`src/rtl/latram_pkg.sv`:
```
package latram_pkg;
  // Synchronised strobe and its one-cycle edge pulses
  typedef struct packed {
    logic lvl_n;
    logic fall;
    logic rise;
  } strobe_t;
endpackage

```
`src/rtl/latram_rst_sync.sv`:
```
module latram_rst_sync (
  input  logic clk,
  input  logic rst_n,
  output logic rst_sync_n
);
  logic [1:0] stage_q;

  always_ff @(posedge clk or negedge rst_n) begin
    if (!rst_n) stage_q <= 2'b00;
    else        stage_q <= {stage_q[0], 1'b1};
  end

  assign rst_sync_n = stage_q[1];
endmodule

```
`src/rtl/latram_strobe.sv`:
```
module latram_strobe
  import latram_pkg::*;
(
  input  logic    clk,
  input  logic    rst_n,
  input  logic    pin_n,
  output strobe_t strobe
);
  logic meta_q, sync_q, prev_q;

  always_ff @(posedge clk or negedge rst_n) begin
    if (!rst_n) begin
      meta_q <= 1'b1;
      sync_q <= 1'b1;
      prev_q <= 1'b1;
    end else begin
      meta_q <= pin_n;
      sync_q <= meta_q;
      prev_q <= sync_q;
    end
  end

  always_comb begin
    strobe.lvl_n = sync_q;
    strobe.fall  = prev_q & ~sync_q;
    strobe.rise  = ~prev_q & sync_q;
  end
endmodule

```
`src/rtl/latram_store.sv`:
```
module latram_store #(
  parameter int ADDR_W = 6,
  parameter int DATA_W = 4
) (
  input  logic              clk,
  input  logic              rst_n,
  input  logic              wr_en,
  input  logic [ADDR_W-1:0] wr_addr,
  input  logic [DATA_W-1:0] wr_data,
  input  logic [ADDR_W-1:0] rd_addr,
  output logic [DATA_W-1:0] rd_data
);
  localparam int DEPTH = 1 << ADDR_W;

  logic [DATA_W-1:0] mem [DEPTH];

  // Storage is deliberately not reset
  always_ff @(posedge clk) begin
    if (wr_en) mem[wr_addr] <= wr_data;
  end

  assign rd_data = mem[rd_addr];

  AST_STORE_WRITE: assert property (@(posedge clk) disable iff (!rst_n)
    wr_en |=> (mem[$past(wr_addr)] == $past(wr_data)));
endmodule

```
`src/rtl/latram_wctl.sv`:
```
module latram_wctl
  import latram_pkg::*;
#(
  parameter int MIN_WE_CYCLES = 3
) (
  input  logic    clk,
  input  logic    rst_n,
  input  logic    en,
  input  strobe_t we,
  output logic    wr_go,
  output logic    err
);
  localparam int CW = $clog2(MIN_WE_CYCLES + 1);
  localparam logic [CW-1:0] CMAX = CW'(MIN_WE_CYCLES);

  logic          armed_q, armed_d;
  logic [CW-1:0] cnt_q, cnt_d;
  logic          err_q, err_d;
  logic          long_enough;

  assign long_enough = (cnt_q >= CMAX);

  always_comb begin
    armed_d = armed_q;
    cnt_d   = cnt_q;
    err_d   = err_q;
    wr_go   = 1'b0;
    if (!en) begin
      armed_d = 1'b0;
      cnt_d   = '0;
    end else if (we.fall) begin
      armed_d = 1'b1;
      cnt_d   = CW'(1);
    end else if (armed_q && !we.lvl_n) begin
      if (!long_enough) cnt_d = cnt_q + CW'(1);
    end else if (armed_q && we.rise) begin
      armed_d = 1'b0;
      cnt_d   = '0;
      if (long_enough) wr_go = 1'b1;
      else             err_d = 1'b1;
    end
  end

  always_ff @(posedge clk or negedge rst_n) begin
    if (!rst_n) begin
      armed_q <= 1'b0;
      cnt_q   <= '0;
      err_q   <= 1'b0;
    end else begin
      armed_q <= armed_d;
      cnt_q   <= cnt_d;
      err_q   <= err_d;
    end
  end

  assign err = err_q;

  AST_WR_AFTER_LOW: assert property (@(posedge clk) disable iff (!rst_n)
    wr_go |-> !$past(we.lvl_n));
  AST_ERR_STICKY: assert property (@(posedge clk) disable iff (!rst_n)
    err_q |=> err_q);
  AST_NO_WR_IDLE: assert property (@(posedge clk) disable iff (!rst_n)
    !en |-> !wr_go);
endmodule

```
`src/rtl/latram_ctrl.sv`:
```
module latram_ctrl
  import latram_pkg::*;
#(
  parameter int ADDR_W        = 6,
  parameter int DATA_W        = 4,
  parameter int MIN_WE_CYCLES = 3
) (
  input  logic              clk,
  input  logic              rst_n,
  input  logic              mem_en_n,
  input  logic              wr_en_n,
  input  logic [ADDR_W-1:0] addr_in,
  input  logic [DATA_W-1:0] din,
  output logic [DATA_W-1:0] dout,
  output logic              dout_oe,
  output logic              pulse_err
);
  logic    rst_sync_n;
  strobe_t me, we;
  logic    wr_go;
  logic    open_q, open_d;
  logic    oe_q, oe_d;
  logic    load;
  logic [ADDR_W-1:0] addr_q, addr_d;
  logic [DATA_W-1:0] dout_q, dout_d, rd_data;

  latram_rst_sync u_rst (.clk(clk), .rst_n(rst_n), .rst_sync_n(rst_sync_n));
  latram_strobe u_me (.clk(clk), .rst_n(rst_sync_n), .pin_n(mem_en_n), .strobe(me));
  latram_strobe u_we (.clk(clk), .rst_n(rst_sync_n), .pin_n(wr_en_n), .strobe(we));

  latram_wctl #(.MIN_WE_CYCLES(MIN_WE_CYCLES)) u_wctl (
    .clk(clk), .rst_n(rst_sync_n), .en(open_q & ~me.lvl_n), .we(we),
    .wr_go(wr_go), .err(pulse_err)
  );

  latram_store #(.ADDR_W(ADDR_W), .DATA_W(DATA_W)) u_store (
    .clk(clk), .rst_n(rst_sync_n), .wr_en(wr_go), .wr_addr(addr_q),
    .wr_data(din), .rd_addr(addr_q), .rd_data(rd_data)
  );

  always_comb begin
    open_d = open_q;
    if (me.lvl_n)     open_d = 1'b0;
    else if (me.fall) open_d = 1'b1;
    addr_d = me.fall ? addr_in : addr_q;
    load   = open_q & ~me.lvl_n & we.lvl_n & ~we.rise;
    oe_d   = load;
    dout_d = load ? rd_data : dout_q;
  end

  always_ff @(posedge clk or negedge rst_sync_n) begin
    if (!rst_sync_n) begin
      open_q <= 1'b0;
      addr_q <= '0;
      oe_q   <= 1'b0;
      dout_q <= '0;
    end else begin
      open_q <= open_d;
      addr_q <= addr_d;
      oe_q   <= oe_d;
      dout_q <= dout_d;
    end
  end

  assign dout_oe = oe_q;
  assign dout    = oe_q ? dout_q : '0;

  AST_ADDR_HOLD: assert property (@(posedge clk) disable iff (!rst_sync_n)
    !me.fall |=> $stable(addr_q));
  AST_IDLE_HIZ: assert property (@(posedge clk) disable iff (!rst_sync_n)
    me.lvl_n |=> !dout_oe);
  AST_WRITE_HIZ: assert property (@(posedge clk) disable iff (!rst_sync_n)
    (open_q && !we.lvl_n) |=> !dout_oe);
endmodule

```
`config.mk`:
```
export PLATFORM = sky130hd
export DESIGN_NAME = latram_ctrl
export DESIGN_NICKNAME = d
export VERILOG_FILES = /design/src/rtl/latram_pkg.sv /design/src/rtl/latram_rst_sync.sv /design/src/rtl/latram_strobe.sv /design/src/rtl/latram_store.sv /design/src/rtl/latram_wctl.sv /design/src/rtl/latram_ctrl.sv
export SDC_FILE = /design/constraint.sdc
export NUM_CORES = 1
export LEC_CHECK = 0
export ABC_AREA = 1
export BUFFER_PORTS_ARGS = -buffer_cell sky130_fd_sc_hd__buf_2
export CAP_MARGIN = 20
export CORE_ASPECT_RATIO = 0.9
export CORE_MARGIN = 2
export CORE_UTILIZATION = 50
export CTS_CLUSTER_DIAMETER = 30
export DETAILED_ROUTE_END_ITERATION = 7
export PLACE_DENSITY = 0.73
export SLEW_MARGIN = 20
export SYNTH_ARGS = -nofsm -noshare
export SYNTH_HDL_FRONTEND = slang
export SYNTH_SLANG_ARGS = --single-unit
```
`constraint.sdc`:
```
create_clock -name clk -period 0.9 [get_ports clk]
set_input_delay 0.045 -clock clk [delete_from_list [all_inputs] [get_ports clk]]
set_output_delay 0.045 -clock clk [all_outputs]
set_load 0.05 [all_outputs]
```
==> results of run 1 <==
## critical path: stages (launching register included)
cell,delay [ns]
sky130_fd_sc_hd__dfstp_2,0.54
sky130_fd_sc_hd__inv_2,0.05
sky130_fd_sc_hd__nor2_4,0.09
sky130_fd_sc_hd__nand2_2,0.08
sky130_fd_sc_hd__nor3_4,0.21
sky130_fd_sc_hd__buf_12,0.19
sky130_fd_sc_hd__nand3_4,0.10
sky130_fd_sc_hd__buf_12,0.18
sky130_fd_sc_hd__nor2_4,0.12
sky130_fd_sc_hd__buf_6,0.13
## per-layer routing
| layer | vias up | track usage |
|---|---|---|
| met5 | - | 0 |
| met4 | 0 | 0.0796 |
| met3 | 91 | 0.0405 |
| met2 | 408 | 0.396 |
| met1 | 4391 | 0.331 |
| li1 | 4247 | - |
## synthesized netlist by cell type, drive strengths merged
| library cell | n | area, um^2 |
|---|---|---|
| ha | 1 | 12.5 |
| o221a | 1 | 11.3 |
| nand3 | 31 | 155 |
| dfrtp | 18 | 450 |
| o41ai | 1 | 8.76 |
| o21ai | 6 | 30.0 |
| conb | 1 | 3.75 |
| nor3 | 11 | 71.3 |
| buf | 47 | 340 |
| edfxtp | 256 | 7690 |
| clkinv | 1 | 3.75 |
| o211ai | 5 | 37.5 |
| nand2 | 649 | 2440 |
| nor3b | 1 | 7.51 |
| inv | 50 | 190 |
| dfstp | 6 | 158 |
| clkbuf | 1 | 3.75 |
| o21bai | 1 | 7.51 |
| a21oi | 11 | 55.1 |
| or2 | 6 | 37.5 |
| nor2 | 94 | 353 |
## kinds of logic (layout without fill, tap and decap cells)
| group | after synthesis | count (layout) | synth area share |
|---|---|---|---|
| and+or+nand+nor | 792 | 792 | 0.254 |
| buffers and inverters | 99 | 310 | 0.0446 |
| adders and majority gates | 1 | 1 | 0.00104 |
| other | 1 | 1 | 0.000311 |
| AOI/OAI and AO/OA | 25 | 25 | 0.0124 |
| DFF | 280 | 280 | 0.688 |
## timing repair
item | 4_1_cts | 5_1_grt
hold buffers | 10 | 0
pin swaps | 5 | 13
cloned | 1 | 0
endpoints found under the hold margin | 10 | 0
resized for setup | 133 | 134
buffers inserted | 7 | 11
setup endpoints to repair | 278 | 278
## through the flow
step / util / setup TNS [ns] / setup WS (ns)
after global placement: 0.575 / -251.63 / -1.07
after CTS: 0.674 / -244.69 / -0.985
after floorplan: - / -234.72 / -0.903
after global routing: 0.690 / -291.71 / -1.16
final: 0.690 / -269.73 / -1.08
after detailed placement: 0.575 / -258.14 / -1.08
## sequential cells by signal, indices dropped and copies added, names as in the netlist
register and cells:
u_me.meta_q 1, u_wctl.cnt_q 2, u_we.sync_q 1, u_wctl.armed_q 1
u_me.sync_q 1, u_rst.stage_q 2, u_wctl.err 1, u_we.prev_q 1
u_me.prev_q 1, dout_oe 1, addr_q 6, open_q 1
u_store.mem 256, dout_q 4, u_we.meta_q 1
## power groups by stage
stage	combinational, uW	clock (uW)	sequential (uW)
after floorplan	2360	0	14700
after global placement	3750	0	14700
after detailed placement	3790	0	14700
after CTS	4150	18200	14500
after global routing	4880	18900	14500
final	4500	18100	14500
## worst paths after layout
kind / from / endpoint / slack [ns] / cells past startpoint
setup reg to reg: u_we.sync_q$_DFF_PN1_ / u_store.mem[8][0]$_DFFE_PP_ / -1.08 / 9
hold reg to reg: u_rst.stage_q[1]$_DFF_PN0_ / u_wctl.cnt_q[0]$_DFFE_PN0P_ / 0.20 / 1
hold / removal: din[3] / u_store.mem[4][3]$_DFFE_PP_ / 0.002 / 2
setup / recovery: u_we.sync_q$_DFF_PN1_ / u_store.mem[8][0]$_DFFE_PP_ / -1.08 / 9
min in group asynchronous: u_rst.stage_q[1]$_DFF_PN0_ / u_wctl.cnt_q[0]$_DFFE_PN0P_ / 0.20 / 1
max in group asynchronous: rst_n / u_rst.stage_q[1]$_DFF_PN0_ / 0.41 / 3
## cells in the final DEF (no fill, tap or decap), drive strengths merged
| cell type | instances |
|---|---|
| bufinv | 6 |
| conb | 1 |
| nor2 | 94 |
| dlygate4sd3 | 10 |
| ha | 1 |
| clkinvlp | 13 |
| o211ai | 5 |
| o21ai | 6 |
| buf | 159 |
| clkbuf | 55 |
| or2 | 6 |
| nand2 | 649 |
| inv | 46 |
| nor3 | 11 |
| dfstp | 6 |
| edfxtp | 256 |
| a21oi | 11 |
| o21bai | 1 |
| o221a | 1 |
| nor3b | 1 |
| clkinv | 21 |
| o41ai | 1 |
| nand3 | 31 |
| dfrtp | 18 |
## cell type report
cell class	count	area, um^2
clock buffers	55	1270
clock inverters	35	358
fillers	1517	7300
inverters	51	225
multi-input cells	819	3870
flip-flops and latches	280	8300
well taps	302	378
repair buffers	169	1840
==> results.ini, run 1 <==
[setup_path]
worstPathRequired_ns = 1.15
cp.arrival_ns = 2.23
maximum_fanout_count_along_the_critical_path = 8
critPathKind = reg -> reg
cp-end-kind = flip-flop
worstSetupStartpointType = flip-flop

[cts]
clock_insertion_delay_worst_skew_ns = 0.54
worst_setup_hold_path_clk_slew_ns = 0.05
tritoncts = yes
clockBufferDepth = 3
cts.sink_count = 280
cts_made_buffers = 50
cts_root_buffer = sky130_fd_sc_hd__clkbuf_16
ctsHtreeMaxLevel = 2

[detailed_routing]
m1WireLength_um = 13000
detail_route.iter0.violations = 1064
avgRoutedWirePerCell_um = 18.3
drt-vias-per-instance = 5.34
drc_errors = 0
ant_nets = 0
route.top_layer_used = met4
drt-total-wl_um = 31400
drt_pre_antenna_iters = 6
num_vias = 9137
met3WireLength_um = 2350
met2_routed_length_um = 15000

[floorplan]
rows = 53
coreArea_um2 = 23500
die_h_um = 151
start_util = 0.512
i_o_pin_cnt = 20
die_ar_um2 = 25400
chipWidth_um = 168

[power_and_ir_drop]
p_sw_uw = 9310
clockPowerShare = 0.488
seq_power_share = 0.391
p_int_uw = 27900
irDropWorstVdd_mv = 1.30
power.leakage_uw = 0.00672
p_per_area_nw_per_um2 = 2290
power_uw = 37200
pwr-share-comb = 0.121
power.switching_fraction = 0.250

[global_route]
first_global_vias = 8934
grt_use_total = 0.241
number_of_antenna_violations_at_the_first_check_in_global_routing = 0
wire_length_of_the_first_global_routing_pass_um = 47000
pin_count_of_the_biggest_net_entering_global_routing = 65
gr_ovfl_total = 0

[timing]
hold_violations = 0
clock-skew-final_ns = 0.0140
fin_ws_ns = -1.08
fmax_mhz = 504
finalMaxSlewViolations = 0
min_period_ns = 1.98
hold-worst-slack_ns = 0.00215
setup_viol_count_final = 278
tightestPinTransition_ns = 0.724
worst_slew_margin_rel = 0.517
final.period_utilization = 2.20
rsz0062_at_grt = yes

[synth]
mean_cell_area_of_the_mapped_netlist_um2 = 10.1
syn-num-nets = 1213
synth-warning-count = 0
synthCells = 1198
synthDistinctLibCells = 30
sequential_cell_area_fraction_in_the_yosys_report = 0.688
synth.cell_area_um2 = 12100
synth-seq-cells = 280

[place]
gp_routability_congestion = 0.868
detailed_place_hpwl_um = 17600
place_area_um2 = 13500
numPortBuffers = 19
dp_cells = 1614

[finish]
design_area_um2 = 16200
share_of_final_layout_standard_cells_stronger_than_drive_strength_1 = 0.261
nNetsFinal = 1386
fin_cells = 1711
layout-area-overhead-vs-synth_pct = 34.6
antenna_cells = 0

[job]
cap_viol_max_count = 0

[status]
status = finished with violations
violations = setup timing

[hold_path]
holdCritPathClass = in -> reg

Note: power is estimated with default switching activity, not from simulation.
==> inputs of run 2 (changes only) <==
- CORE_UTILIZATION: 50 -> 25
- PLACE_DENSITY: 0.73 -> default
- PLACE_DENSITY_LB_ADDON: default -> 0.15
==> results.ini, run 2 (synthesis results as in run 1) <==
[status]
status = finished with violations
violations = setup timing

[timing]
clock-skew-final_ns = 0.0223  ; +0.00829 ns
tightestPinTransition_ns = 0.634  ; -0.0903 ns
worst_slew_margin_rel = 0.577  ; +0.0603
final.period_utilization = 2.14  ; -0.0688
min_period_ns = 1.92  ; -0.0620 ns
finalMaxSlewViolations = 0  ; unchanged
fmax_mhz = 520  ; +3.2%
fin_ws_ns = -1.02  ; +0.0620 ns
rsz0062_at_grt = yes
hold_violations = 0  ; unchanged
setup_viol_count_final = 278  ; unchanged

[detailed_routing]
drt-vias-per-instance = 4.23  ; -21%
drc_errors = 0  ; unchanged
ant_nets = 0  ; unchanged
avgRoutedWirePerCell_um = 17.3  ; -5.7%
detail_route.iter0.violations = 629  ; -41%
drt_pre_antenna_iters = 5  ; -1
num_vias = 8898  ; -2.6%
drt-total-wl_um = 36300  ; +16%

[finish]
largest_registers = u_store.mem (256), addr_q (6), dout_q (4)
regMostFlops = u_store.mem
largest_register_ffs = 256  ; unchanged
antenna_cells = 0  ; unchanged
share_of_final_layout_standard_cells_stronger_than_drive_strength_1 = 0.271  ; +0.00995
layout.cells.most_common_list = 621 x sky130_fd_sc_hd__nand2_1, 256 x sky130_fd_sc_hd__edfxtp_1, 108 x sky130_fd_sc_hd__buf_4
design_area_um2 = 17100  ; +5.5%
layout-area-overhead-vs-synth_pct = 42.0
final_core_util = 0.359  ; -0.331
nNetsFinal = 1441  ; +4.0%
fin_cells = 2103  ; +23%
final_common_cell = sky130_fd_sc_hd__nand2_1

[place]
dp_slack_ns = -1.17  ; -0.0863 ns
numPortBuffers = 19  ; unchanged
place_area_um2 = 14200  ; +4.7%
dp_cells = 1961  ; +21%
gp_routability_congestion = 0.787  ; -9.4%
detailed_place_hpwl_um = 22600  ; +29%

[setup_path]
worstPathRequired_ns = 1.16  ; about the same
cp-end-kind = flip-flop
cp.arrival_ns = 2.18  ; -0.05 ns
maximum_fanout_count_along_the_critical_path = 8  ; unchanged
critPathKind = reg -> reg
worstSetupStartpointType = flip-flop
rrSetupSlack_ns = -1.02  ; +0.06 ns

[global_route]
number_of_antenna_violations_at_the_first_check_in_global_routing = 0  ; unchanged
grt_use_total = 0.147  ; -0.0940
pin_count_of_the_biggest_net_entering_global_routing = 65  ; unchanged
wire_length_of_the_first_global_routing_pass_um = 54800  ; +17%
gr_ovfl_total = 0  ; unchanged
first_global_vias = 9135  ; +2.2%

[cts]
tritoncts = yes
cts_made_buffers = 66  ; +32%
cts_root_buffer = sky130_fd_sc_hd__clkbuf_16
worst_setup_hold_path_clk_slew_ns = 0.05  ; about the same
cts.sink_count = 280  ; unchanged
clockBufferDepth = 3  ; unchanged
clock_insertion_delay_worst_skew_ns = 0.58  ; +0.04 ns
ctsHtreeMaxLevel = 3  ; +1

[power_and_ir_drop]
irDropWorstVdd_mv = 1.44  ; +10%
power.leakage_uw = 0.00718  ; +6.9%
p_per_area_nw_per_um2 = 2480  ; +8.4%
power_uw = 42500  ; +14%

[floorplan]
start_util = 0.253  ; -0.260
chipWidth_um = 236  ; +40%
die_h_um = 212  ; +40%
rows = 76  ; +43%
die_ar_um2 = 50000  ; +97%
i_o_pin_cnt = 20  ; unchanged
coreArea_um2 = 47700  ; +100%

[hold_path]
holdCritPathClass = in -> reg

[job]
cap_viol_max_count = 0  ; unchanged

==> run 2: cell types whose count changed in the layout (fill, tap and decap cells not counted), moves of 15 or more <==
cell / change
sky130_fd_sc_hd__clkbuf_16: +21
sky130_fd_sc_hd__buf_4: +41
sky130_fd_sc_hd__nor2_4: -30
sky130_fd_sc_hd__nand2_2: +18
sky130_fd_sc_hd__nand2_1: -15
sky130_fd_sc_hd__nor2_1: +32
==> run 2: power by group <==
group,total [uW],internal (uW),switching (uW)
clock network,23300,15800,7440
registers,14600,14400,177
logic,4680,1720,2960
==> run 2: final cells by class <==
cell class | instances | area, um^2
Inverter | 51 | 218
Tap cell | 624 | 781
Multi-Input combinational cell | 819 | 3570
Fill cell | 4832 | 30600
Clock inverter | 40 | 437
Timing Repair Buffer | 208 | 2080
Sequential cell | 280 | 8300
Clock buffer | 81 | 1750
==> run 2: final timing paths <==
| kind | cells after the start | start | endpoint |
|---|---|---|---|
| setup / recovery | 9 | u_we.sync_q$_DFF_PN1_ | u_store.mem[32][1]$_DFFE_PP_ |
| max in group asynchronous | 3 | rst_n | u_rst.stage_q[1]$_DFF_PN0_ |
| setup reg to reg | 9 | u_we.sync_q$_DFF_PN1_ | u_store.mem[32][1]$_DFFE_PP_ |
| min in group asynchronous | 1 | u_rst.stage_q[1]$_DFF_PN0_ | u_wctl.armed_q$_DFFE_PN0P_ |
| hold / removal | 2 | din[2] | u_store.mem[53][2]$_DFFE_PP_ |
| hold reg to reg | 1 | u_rst.stage_q[1]$_DFF_PN0_ | u_wctl.armed_q$_DFFE_PN0P_ |
==> run 2: worst max-delay path: stages (launching register included) <==
cell,delay (ns)
sky130_fd_sc_hd__dfstp_2,0.53
sky130_fd_sc_hd__inv_2,0.05
sky130_fd_sc_hd__nor2_4,0.09
sky130_fd_sc_hd__nand2_2,0.07
sky130_fd_sc_hd__nor3_4,0.15
sky130_fd_sc_hd__buf_12,0.16
sky130_fd_sc_hd__nand3_1,0.11
sky130_fd_sc_hd__buf_6,0.19
sky130_fd_sc_hd__nor2_1,0.09
sky130_fd_sc_hd__buf_4,0.16
==> run 2: layer usage <==
layer,part of all wire,vias up,wire [um],global-route usage
met5,0,-,0,0
met4,0.022,0,811,0.0501
met3,0.051,70,1840,0.0349
met2,0.44,209,15900,0.225
met1,0.49,4251,17800,0.204
li1,-,4368,-,-
==> run 2: what timing repair did <==
| action | in CTS | in global routing |
|---|---|---|
| pin swaps | 1 | 8 |
| endpoints found under the hold margin | 72 | 0 |
| setup endpoints to repair | 278 | 278 |
| gates resized for setup | 91 | 50 |
| hold buffers | 13 | 0 |
| gates cloned | 0 | 4 |
| setup buffers | 3 | 2 |
==> run 2: through the flow <==
| stage | hold WS (ns) | setup TNS, ns |
|---|---|---|
| floorplan | -0.251 | -234.72 |
| global placement | -0.167 | -269.52 |
| detailed placement | -0.167 | -268.86 |
| CTS | 0.00487 | -255.12 |
| global route | 0.0258 | -280.64 |
| finish | 0.00266 | -251.87 |
